===== config.mk =====
export PLATFORM = sky130hd
export DESIGN_NAME = bmc_clk_cmd_decoder
export DESIGN_NICKNAME = d
export VERILOG_FILES = /design/src/rtl/bmc_pkg.sv /design/src/rtl/bmc_line_sync.sv /design/src/rtl/bmc_phase_track.sv /design/src/rtl/bmc_settle.sv /design/src/rtl/bmc_clk_cmd_decoder.sv
export SDC_FILE = /design/constraint.sdc
export NUM_CORES = 1
export LEC_CHECK = 0
export BUFFER_PORTS_ARGS = -buffer_cell sky130_fd_sc_hd__buf_2
export CELL_PAD_IN_SITES_DETAIL_PLACEMENT = 1
export CELL_PAD_IN_SITES_GLOBAL_PLACEMENT = 1
export CORE_MARGIN = 4
export CORE_UTILIZATION = 39
export CTS_BUF_LIST = sky130_fd_sc_hd__clkbuf_4 sky130_fd_sc_hd__clkbuf_8 sky130_fd_sc_hd__clkbuf_16
export CTS_CLUSTER_DIAMETER = 60
export DETAILED_ROUTE_END_ITERATION = 10
export PLACE_DENSITY_LB_ADDON = 0.1
export SYNTH_ARGS = -nofsm -noshare
export SYNTH_HDL_FRONTEND = slang
export SYNTH_SLANG_ARGS = --single-unit

===== constraint.sdc =====
create_clock -name clk -period 1.5 [get_ports clk]
set_input_delay 0.3 -clock clk [delete_from_list [all_inputs] [get_ports clk]]
set_output_delay 0.3 -clock clk [all_outputs]
set_load 0.02 [all_outputs]

===== src/rtl/bmc_pkg.sv =====
package bmc_pkg;

   typedef enum logic {
      ZONE_EDGE = 1'b0,
      ZONE_MID  = 1'b1
   } zone_e;

   // Cell-start zone lies outside the central half of the cell
   function automatic zone_e zone_of(input int unsigned phase, input int unsigned ovs);
      return (phase > (3 * ovs) / 4 || phase < ovs / 4) ? ZONE_EDGE : ZONE_MID;
   endfunction

endpackage


===== src/rtl/bmc_line_sync.sv =====
module bmc_line_sync #(
   parameter int STAGES = 2
) (
   input  logic clk,
   input  logic rst_n,
   input  logic din,
   output logic level,
   output logic toggled
);

   logic [STAGES-1:0] chain;
   logic              prev;

   for (genvar s = 0; s < STAGES; s++) begin : g_stage
      if (s == 0) begin : g_first
         always_ff @(posedge clk or negedge rst_n)
            if (!rst_n) chain[0] <= 1'b0;
            else        chain[0] <= din;
      end else begin : g_next
         always_ff @(posedge clk or negedge rst_n)
            if (!rst_n) chain[s] <= 1'b0;
            else        chain[s] <= chain[s-1];
      end
   end

   always_ff @(posedge clk or negedge rst_n)
      if (!rst_n) prev <= 1'b0;
      else        prev <= chain[STAGES-1];

   assign level   = chain[STAGES-1];
   assign toggled = level ^ prev;

endmodule


===== src/rtl/bmc_phase_track.sv =====
module bmc_phase_track
   import bmc_pkg::*;
#(
   parameter  int OVS       = 8,
   parameter  int LOS_CELLS = 3,
   localparam int PW        = $clog2(OVS),
   localparam int MW        = $clog2(LOS_CELLS + 1)
) (
   input  logic          clk,
   input  logic          rst_n,
   input  logic          edge_seen,
   output logic [PW-1:0] ph,
   output logic          locked,
   output logic          cell_end,
   output logic          cell_bit,
   output logic          rclk
);

   logic [PW-1:0] ph_next;
   logic [MW-1:0] miss;
   logic          bnd_seen, mid_seen;
   logic          in_edge_zone, bnd_hit, mid_hit;

   always_comb begin
      in_edge_zone = (zone_of(32'(ph), OVS) == ZONE_EDGE);
      bnd_hit      = edge_seen && in_edge_zone;
      mid_hit      = edge_seen && !in_edge_zone;
      cell_end     = locked && (ph == PW'(OVS - 1));
      rclk         = locked && (ph < PW'(OVS / 2));
      if (bnd_hit)                 ph_next = PW'(1);
      else if (ph == PW'(OVS - 1)) ph_next = '0;
      else                         ph_next = ph + 1'b1;
   end

   always_ff @(posedge clk or negedge rst_n) begin
      if (!rst_n) begin
         ph       <= '0;
         locked   <= 1'b0;
         bnd_seen <= 1'b0;
         mid_seen <= 1'b0;
         miss     <= '0;
      end else if (!locked) begin
         mid_seen <= 1'b0;
         miss     <= '0;
         if (edge_seen) begin
            locked   <= 1'b1;
            ph       <= PW'(1);
            bnd_seen <= 1'b1;
         end
      end else begin
         ph <= ph_next;
         if (ph == PW'(OVS / 2)) begin
            bnd_seen <= 1'b0;
            if (bnd_seen)                        miss   <= '0;
            else if (miss == MW'(LOS_CELLS - 1)) locked <= 1'b0;
            else                                 miss   <= miss + 1'b1;
         end else if (bnd_hit) begin
            bnd_seen <= 1'b1;
         end
         if (ph == PW'(OVS - 1)) mid_seen <= 1'b0;
         else if (mid_hit)       mid_seen <= 1'b1;
      end
   end

   assign cell_bit = mid_seen;

endmodule


===== src/rtl/bmc_settle.sv =====
module bmc_settle #(
   parameter  int SETTLE_CELLS = 40,
   localparam int CW           = $clog2(SETTLE_CELLS + 1)
) (
   input  logic clk,
   input  logic rst_n,
   input  logic locked,
   input  logic cell_end,
   output logic settled
);

   logic [CW-1:0] cnt;

   always_ff @(posedge clk or negedge rst_n)
      if (!rst_n)                                     cnt <= '0;
      else if (!locked)                               cnt <= '0;
      else if (cell_end && cnt != CW'(SETTLE_CELLS))  cnt <= cnt + 1'b1;

   assign settled = (cnt == CW'(SETTLE_CELLS));

endmodule


===== src/rtl/bmc_clk_cmd_decoder.sv =====
module bmc_clk_cmd_decoder #(
   parameter  int OVS          = 8,
   parameter  int SETTLE_CELLS = 40,
   parameter  int LOS_CELLS    = 3,
   parameter  int SYNC_STAGES  = 2,
   localparam int PW           = $clog2(OVS),
   localparam int NSETS        = 2
) (
   input  logic clk,
   input  logic rst_n,
   input  logic line_in,
   input  logic main_mute,
   input  logic spare_enable,
   output logic clk_main,
   output logic cmd_main,
   output logic clk_spare,
   output logic cmd_spare,
   output logic sig_lost
);

   if (OVS < 8 || (OVS % 4) != 0) begin : g_bad_ovs
      $error("OVS must be a multiple of 4 and at least 8");
   end
   if (SETTLE_CELLS < 1 || LOS_CELLS < 1) begin : g_bad_cnt
      $error("SETTLE_CELLS and LOS_CELLS must be positive");
   end
   if (SYNC_STAGES < 2) begin : g_bad_sync
      $error("SYNC_STAGES must be at least 2");
   end

   logic          line_lvl, edge_seen;
   logic [PW-1:0] ph;
   logic          locked, cell_end, cell_bit, rclk, settled, cmd_q;

   bmc_line_sync #(.STAGES(SYNC_STAGES)) u_sync (
      .clk     (clk),
      .rst_n   (rst_n),
      .din     (line_in),
      .level   (line_lvl),
      .toggled (edge_seen)
   );

   bmc_phase_track #(.OVS(OVS), .LOS_CELLS(LOS_CELLS)) u_track (
      .clk       (clk),
      .rst_n     (rst_n),
      .edge_seen (edge_seen),
      .ph        (ph),
      .locked    (locked),
      .cell_end  (cell_end),
      .cell_bit  (cell_bit),
      .rclk      (rclk)
   );

   bmc_settle #(.SETTLE_CELLS(SETTLE_CELLS)) u_settle (
      .clk      (clk),
      .rst_n    (rst_n),
      .locked   (locked),
      .cell_end (cell_end),
      .settled  (settled)
   );

   always_ff @(posedge clk or negedge rst_n)
      if (!rst_n)        cmd_q <= 1'b0;
      else if (!locked)  cmd_q <= 1'b0;
      else if (cell_end) cmd_q <= settled && cell_bit;

   logic [NSETS-1:0] set_en, clk_set, cmd_set;
   assign set_en = {spare_enable, ~main_mute};

   for (genvar g = 0; g < NSETS; g++) begin : g_out
      assign clk_set[g] = rclk  & set_en[g];
      assign cmd_set[g] = cmd_q & set_en[g];
   end

   assign clk_main  = clk_set[0];
   assign cmd_main  = cmd_set[0];
   assign clk_spare = clk_set[1];
   assign cmd_spare = cmd_set[1];
   assign sig_lost  = ~locked;

   // line_lvl is kept for observability of the synchronised line
   logic unused_lvl;
   assign unused_lvl = line_lvl;

endmodule


# Word-level counts from Yosys, hierarchy flattened
# Index checks and enable logic that the tools add are counted.
totals:
  regBits: 18
  input_bits: 5
  out_inout_bits: 5
  elab_cells: 69
op_classes:
  addsub: 3
  magnitude_cmp: 3
  n_eq_ne: 11
  n_mux: 24
  bitwise: 7
  n_reduce_logical: 11
op_table:
  columns: ["cell", "n"]
  rows:
  - ["$mux W1", 14]
  - ["$mux W3", 4]
  - ["$mux W6", 2]
  - ["$ne A3 B3 Y1 const B", 3]
  - ["$mux W2", 4]
  - ["$add A6 B1 Y6 const B", 1]
  - ["$eq A3 B3 Y1 const B", 2]
  - ["$eq A6 B6 Y1 const B", 1]
  - ["$logic_and A1 B1 Y1", 6]
  - ["$ne A6 B6 Y1 const B", 1]
  - ["$and A1 B1 Y1", 4]
  - ["$ne A2 B1 Y1 const B", 2]
  - ["$reduce_and A2 Y1", 2]
  - ["$add A3 B1 Y3 const B", 1]
  - ["$gt A3 B3 Y1 const B", 1]
  - ["$lt A3 B2 Y1 const B", 1]
  - ["$lt A3 B3 Y1 const B", 1]
  - ["$add A2 B1 Y2 const B", 1]
  - ["$eq A2 B2 Y1 const B", 1]
  - ["$ne A2 B2 Y1 const B", 1]
  - ["$not A1 Y1", 2]
  - ["$reduce_bool A2 Y1", 1]
  - ["$logic_not A1 Y1", 1]
  - ["$logic_or A1 B1 Y1", 1]
  - ["$xor A1 B1 Y1", 1]

# Logic depth before layout (Yosys ltp)
logic_depth:
  word_depth: 7
  ltp_mapped: 6
  mapped_depth_nobuf: 5

# Modules after synthesis
# Synthesis repeated with hierarchy kept, for this count alone.
unflattened:
  hier_cells: 105
  hier_area_um2: 1018.5
by_module_without_submodules:
  columns: ["module", "instances", "cells_each", "area_each_um2", "seq_area_each_um2"]
  rows:
  - ["bmc_phase_track", 1, 51, 464.2, 200.2]
  - ["bmc_settle", 1, 41, 396.6, 150.1]
  - ["bmc_line_sync", 1, 4, 83.8, 75.1]
  - ["bmc_clk_cmd_decoder", 1, 9, 73.8, 25.0]

# Worst setup path after synthesis
# Ideal clock, no wire load.
synth_path:
  path_kind: "register to output"
  start: "reg u_track.locked"
  end: "out clk_spare"
  arrival_ns: 1.351
  required_time_ns: 1.200
  slack_ns: -0.151
  path_stages_with_launch: 4
  n_path_buf: 1
  cell_sequence: "dfrtp_1 > inv_2 > clkbuf_1 > nor3b_1"
synth_between:
  elab_chain_cells: 2
synth_rtl:
  columns: ["item", "line_no", "text"]
  rows:
  - ["start, declared", "bmc_phase_track.sv:13", "output logic locked,"]
  - ["start signal, assigned", "bmc_phase_track.sv:38", "locked <= 1'b0;"]
  - ["start signal, assigned", "bmc_phase_track.sv:46", "locked <= 1'b1;"]
  - ["start signal, assigned", "bmc_phase_track.sv:55", "else if (miss == MW'(LOS_CELLS - 1)) locked <= 1'b0;"]
  - ["$logic_and A1 B1 Y1", "bmc_phase_track.sv:29", "rclk = locked && (ph < PW'(OVS / 2));"]
  - ["$and A1 B1 Y1", "bmc_clk_cmd_decoder.sv:71", "assign clk_set[g] = rclk & set_en[g];"]
  - ["end, declared", "bmc_clk_cmd_decoder.sv:16", "output logic clk_spare,"]
# No other way between the ends.

# Final worst setup path
layout_path:
  start: "reg u_track.ph[2]"
  end: "out clk_main"
layout_between:
  elab_chain_cells: 3
layout_rtl:
  columns: ["item", "line_no", "text"]
  rows:
  - ["start, declared", "bmc_phase_track.sv:12", "output logic [PW-1:0] ph,"]
  - ["start signal, assigned", "bmc_phase_track.sv:51", "ph <= ph_next;"]
  - ["$lt A3 B3 Y1", "bmc_phase_track.sv:29", null]
  - ["$logic_and A1 B1 Y1", "bmc_phase_track.sv:29", null]
  - ["$and A1 B1 Y1", "bmc_clk_cmd_decoder.sv:71", null]
  - ["end, declared", "bmc_clk_cmd_decoder.sv:14", "output logic clk_main,"]
# No other way between the ends.

==> summary.txt <==
Die
  • Die area: 3318 sq um
  • # rows: 17
  • # IOs: 10
  • Initial Util: 42.17%
  • Die width: 57.61 um
  • Die span in y: 57.61 um
  • Core Region: 2276 sq um

STA
  • Final Max Slew Viols: 0
  • Fmax: 0.6698 GHz
  • Setup violations, final: 0
  • Slack of the critical path: 0.007106 ns
  • Slew Limit Headroom: 70.62%
  • Max Clock Skew: 0.004757 ns
  • Least-Margin Pin Slew: 0.4408 ns
  • Unrepaired setup endpoints after global routing: true
  • Period minus WS final: 1.493 ns
  • Final Cycle Share: 99.53%
  • Final hold violations: 0

Drt
  • Routed Antenna Nets: 0
  • DRT Pass-1 Iters: 4
  • Wirelength per Cell: 16.79 um
  • DRT Wirelength: 2502 um
  • Post-route DRC: 0
  • Post-DR vias/cell: 5.725
  • DR vias: 853
  • DRT iter0 DRCs: 17

GRT
  • Largest net degree at the start of global routing: 19
  • Gr usage total: 14.83%
  • Initial antenna violation count: 0
  • First-pass GRT wire length: 3946 um
  • Vias in the first global route: 866
  • Total grt overflow: 0

Placement
  • RePlAce Congestion: 0.7390
  • Port bufs: 9
  • Dpl ws: 0.004466 ns
  • Placed wire-length estimate: 1619 um
  • Placed cells: 141

Pwr
  • Leakage Power: 0.5573 nW
  • Peak supply drop: 0.0007433 V
  • Pwr per Cell Area: 1608 nW/um^2

Finish
  • Multi-input gate area: 521.8 sq um
  • Syn-to-layout area delta: 31.94%
  • Most frequent cells in the layout: dfrtp_1, buf_4, nand2_1, nand4_1, buf_2
  • N_diodes: 0
  • Filler cell count: 255
  • Layout cells sized above 1: 33.88%
  • Non-Filler Instances: 149
  • Most common cell after layout, fill and taps aside: dfrtp_1
  • Area taken by flip-flops and latches: 451.7 sq um
  • Number of nets in the layout: 133
  • Util after Layout: 55.64%

Yosys
  • Post-Syn Nets: 107
  • Post-synthesis cell count: 96
  • Seq cells post-synth: 18
  • Mapped cell area: 959.7 sq um
  • Seq/Total Area, Yosys: 46.94%
  • Synth warn: 0
  • Netlist cell types: 34
  • Mapped Avg Cell Area: 9.997 sq um

Worst setup path
  • Critical path peak fanout: 4
  • Worst setup SP type: flip-flop
  • CP Data Arrival Time: 1.19 ns
  • Worst Path Required: 1.20 ns
  • Crit path kind: flip-flop to output pin
  • CP endpoint kind: output pin

Clocking
  • CTS max path bufs: 2
  • CTS Sinks: 18
  • TritonCTS buffer count: 3
  • Clock latency on the worst-skew pair: 0.30 ns
  • CTS H-tree depth: 1
  • CTS root buffer: clkbuf_4
  • CTS tree: done
  • Clock Pin Slew Worst Setup and Hold Paths: 0.11 ns

Status
  • Outcome: finished clean

Hold path
  • Min-Delay Path Class: primary input to flip-flop

Flow run
  • Max_cap viols: 0
-- kinds of logic (layout without fill, tap and decap cells) --
| logic type | Yosys count | in the layout | synth area share, % |
|---|---|---|---|
| AO/OA/AOI/OAI | 17 | 17 | 12.78 |
| buffers and inverters | 12 | 37 | 4.955 |
| XOR/XNOR | 4 | 4 | 3.651 |
| flip-flops | 18 | 18 | 46.94 |
| adder cells (fa/ha/maj) | 6 | 6 | 7.822 |
| AND/OR/NAND/NOR | 39 | 39 | 23.86 |
-- power breakdown --
group	leakage (nW)	internal [W]	switching, W	total (W)
registers	0.219	0.000628	0.000159	0.000787
clock network	0.0210	0.000148	0.000165	0.000313
logic	0.317	0.000464	0.000472	0.000936
total	0.557	0.00124	0.000796	0.00204
-- timing repair --
item / in CTS / in global routing
gates resized for setup: 4 / 12
hold endpoints to repair: 18 / 0
pin swaps: 1 / 8
setup buffers: 1 / 2
endpoints found under the setup margin: 5 / 11
hold buffers: 1 / 0
-- cells in the mapped netlist, drive strengths merged --
cell type  number  share of area, %
nor2            2              0.78
o22ai           1              0.65
inv             8               3.1
or3b            1              0.91
nand2b          1              0.65
dfrtp          18                47
nand3           1              0.52
nand4b          1              0.91
a311o           3               3.1
o2111ai         1              0.91
or3             1              0.65
or4             1              0.78
nor4            2               1.3
xor2            3               2.7
nor2b           1              0.65
clkbuf          2              0.78
ha              6               7.8
nand3b          1              0.78
a31o            1              0.91
o21ai           1              0.52
buf             2               1.0
o32ai           2               1.8
nor3b           3               2.9
nor3            4               2.1
xnor2           1              0.91
or2             1              0.65
a21oi           5               2.6
a31oi           2               1.3
nand2           8               3.1
a2111oi         1              0.91
and2            3               2.0
nand4           8               5.2
-- area by class of cell --
| type | instances | share of cell area (%) |
|---|---|---|
| Clock buffer | 4 | 2.866 |
| Inverter | 8 | 2.569 |
| Multi-Input combinational cell | 66 | 41.21 |
| Sequential cell | 18 | 35.67 |
| Tap cell | 28 | 2.767 |
| Timing Repair Buffer | 25 | 14.92 |
-- layer usage --
layer	vias to the layer above	GRT usage, %	share of wire [%]	routed length [um]
met5	-	0	0	0
met4	0	3.974	2.3	58
met3	4	2.715	3.0	75
met2	16	23.87	48	1204
met1	429	20.36	47	1164
li1	404	-	-	-
-- flip-flops by register name, summed over array words and instances, names as in the netlist --
register and flops:
cmd_q 1, u_settle.cnt 6, u_track.miss 2, u_track.locked 1, u_track.ph 3, u_track.cell_bit 1
u_sync.level 1, u_sync.prev 1, u_track.bnd_seen 1, u_sync.chain 1
-- metrics by stage --
step	hold WS, ns	setup TNS, ns	cell area, sq um	total power [W]
final	0.1051	0	1266	0.002036
after global routing	0.07951	-0.3393	1266	0.002204
after CTS	0.09360	0	1185	0.001875
after detailed placement	0.2572	0	1122	0.001524
after global placement	0.2536	0	1122	0.001492
after floorplan	0.004409	0	972.2	0.001239
-- critical path: stages (launching register included) --
cell and delay, ns:
dfrtp_1 0.43, buf_6 0.14, nor3_2 0.17, buf_4 0.16
-- final timing paths --
path / from / end / cells past startpoint / slack, ns
max in group asynchronous: rst_n / u_settle.cnt[1]$_DFFE_PN0P_ / 2 / 0.72
worst max register to register: u_track.ph[1]$_DFFE_PN0P_ / u_track.miss[1]$_DFFE_PN0P_ / 4 / 0.007
min in group asynchronous: rst_n / u_track.cell_bit$_DFFE_PN0P_ / 2 / 0.46
worst min-delay path: line_in / u_sync.chain[0]$_DFF_PN0_ / 1 / 0.11
worst max-delay path: u_track.ph[2]$_DFFE_PN0P_ / clk_main / 3 / 0.007
worst min register to register: u_sync.chain[0]$_DFF_PN0_ / u_sync.level$_DFF_PN0_ / 0 / 0.37
Power figures use the tool's default switching activity.
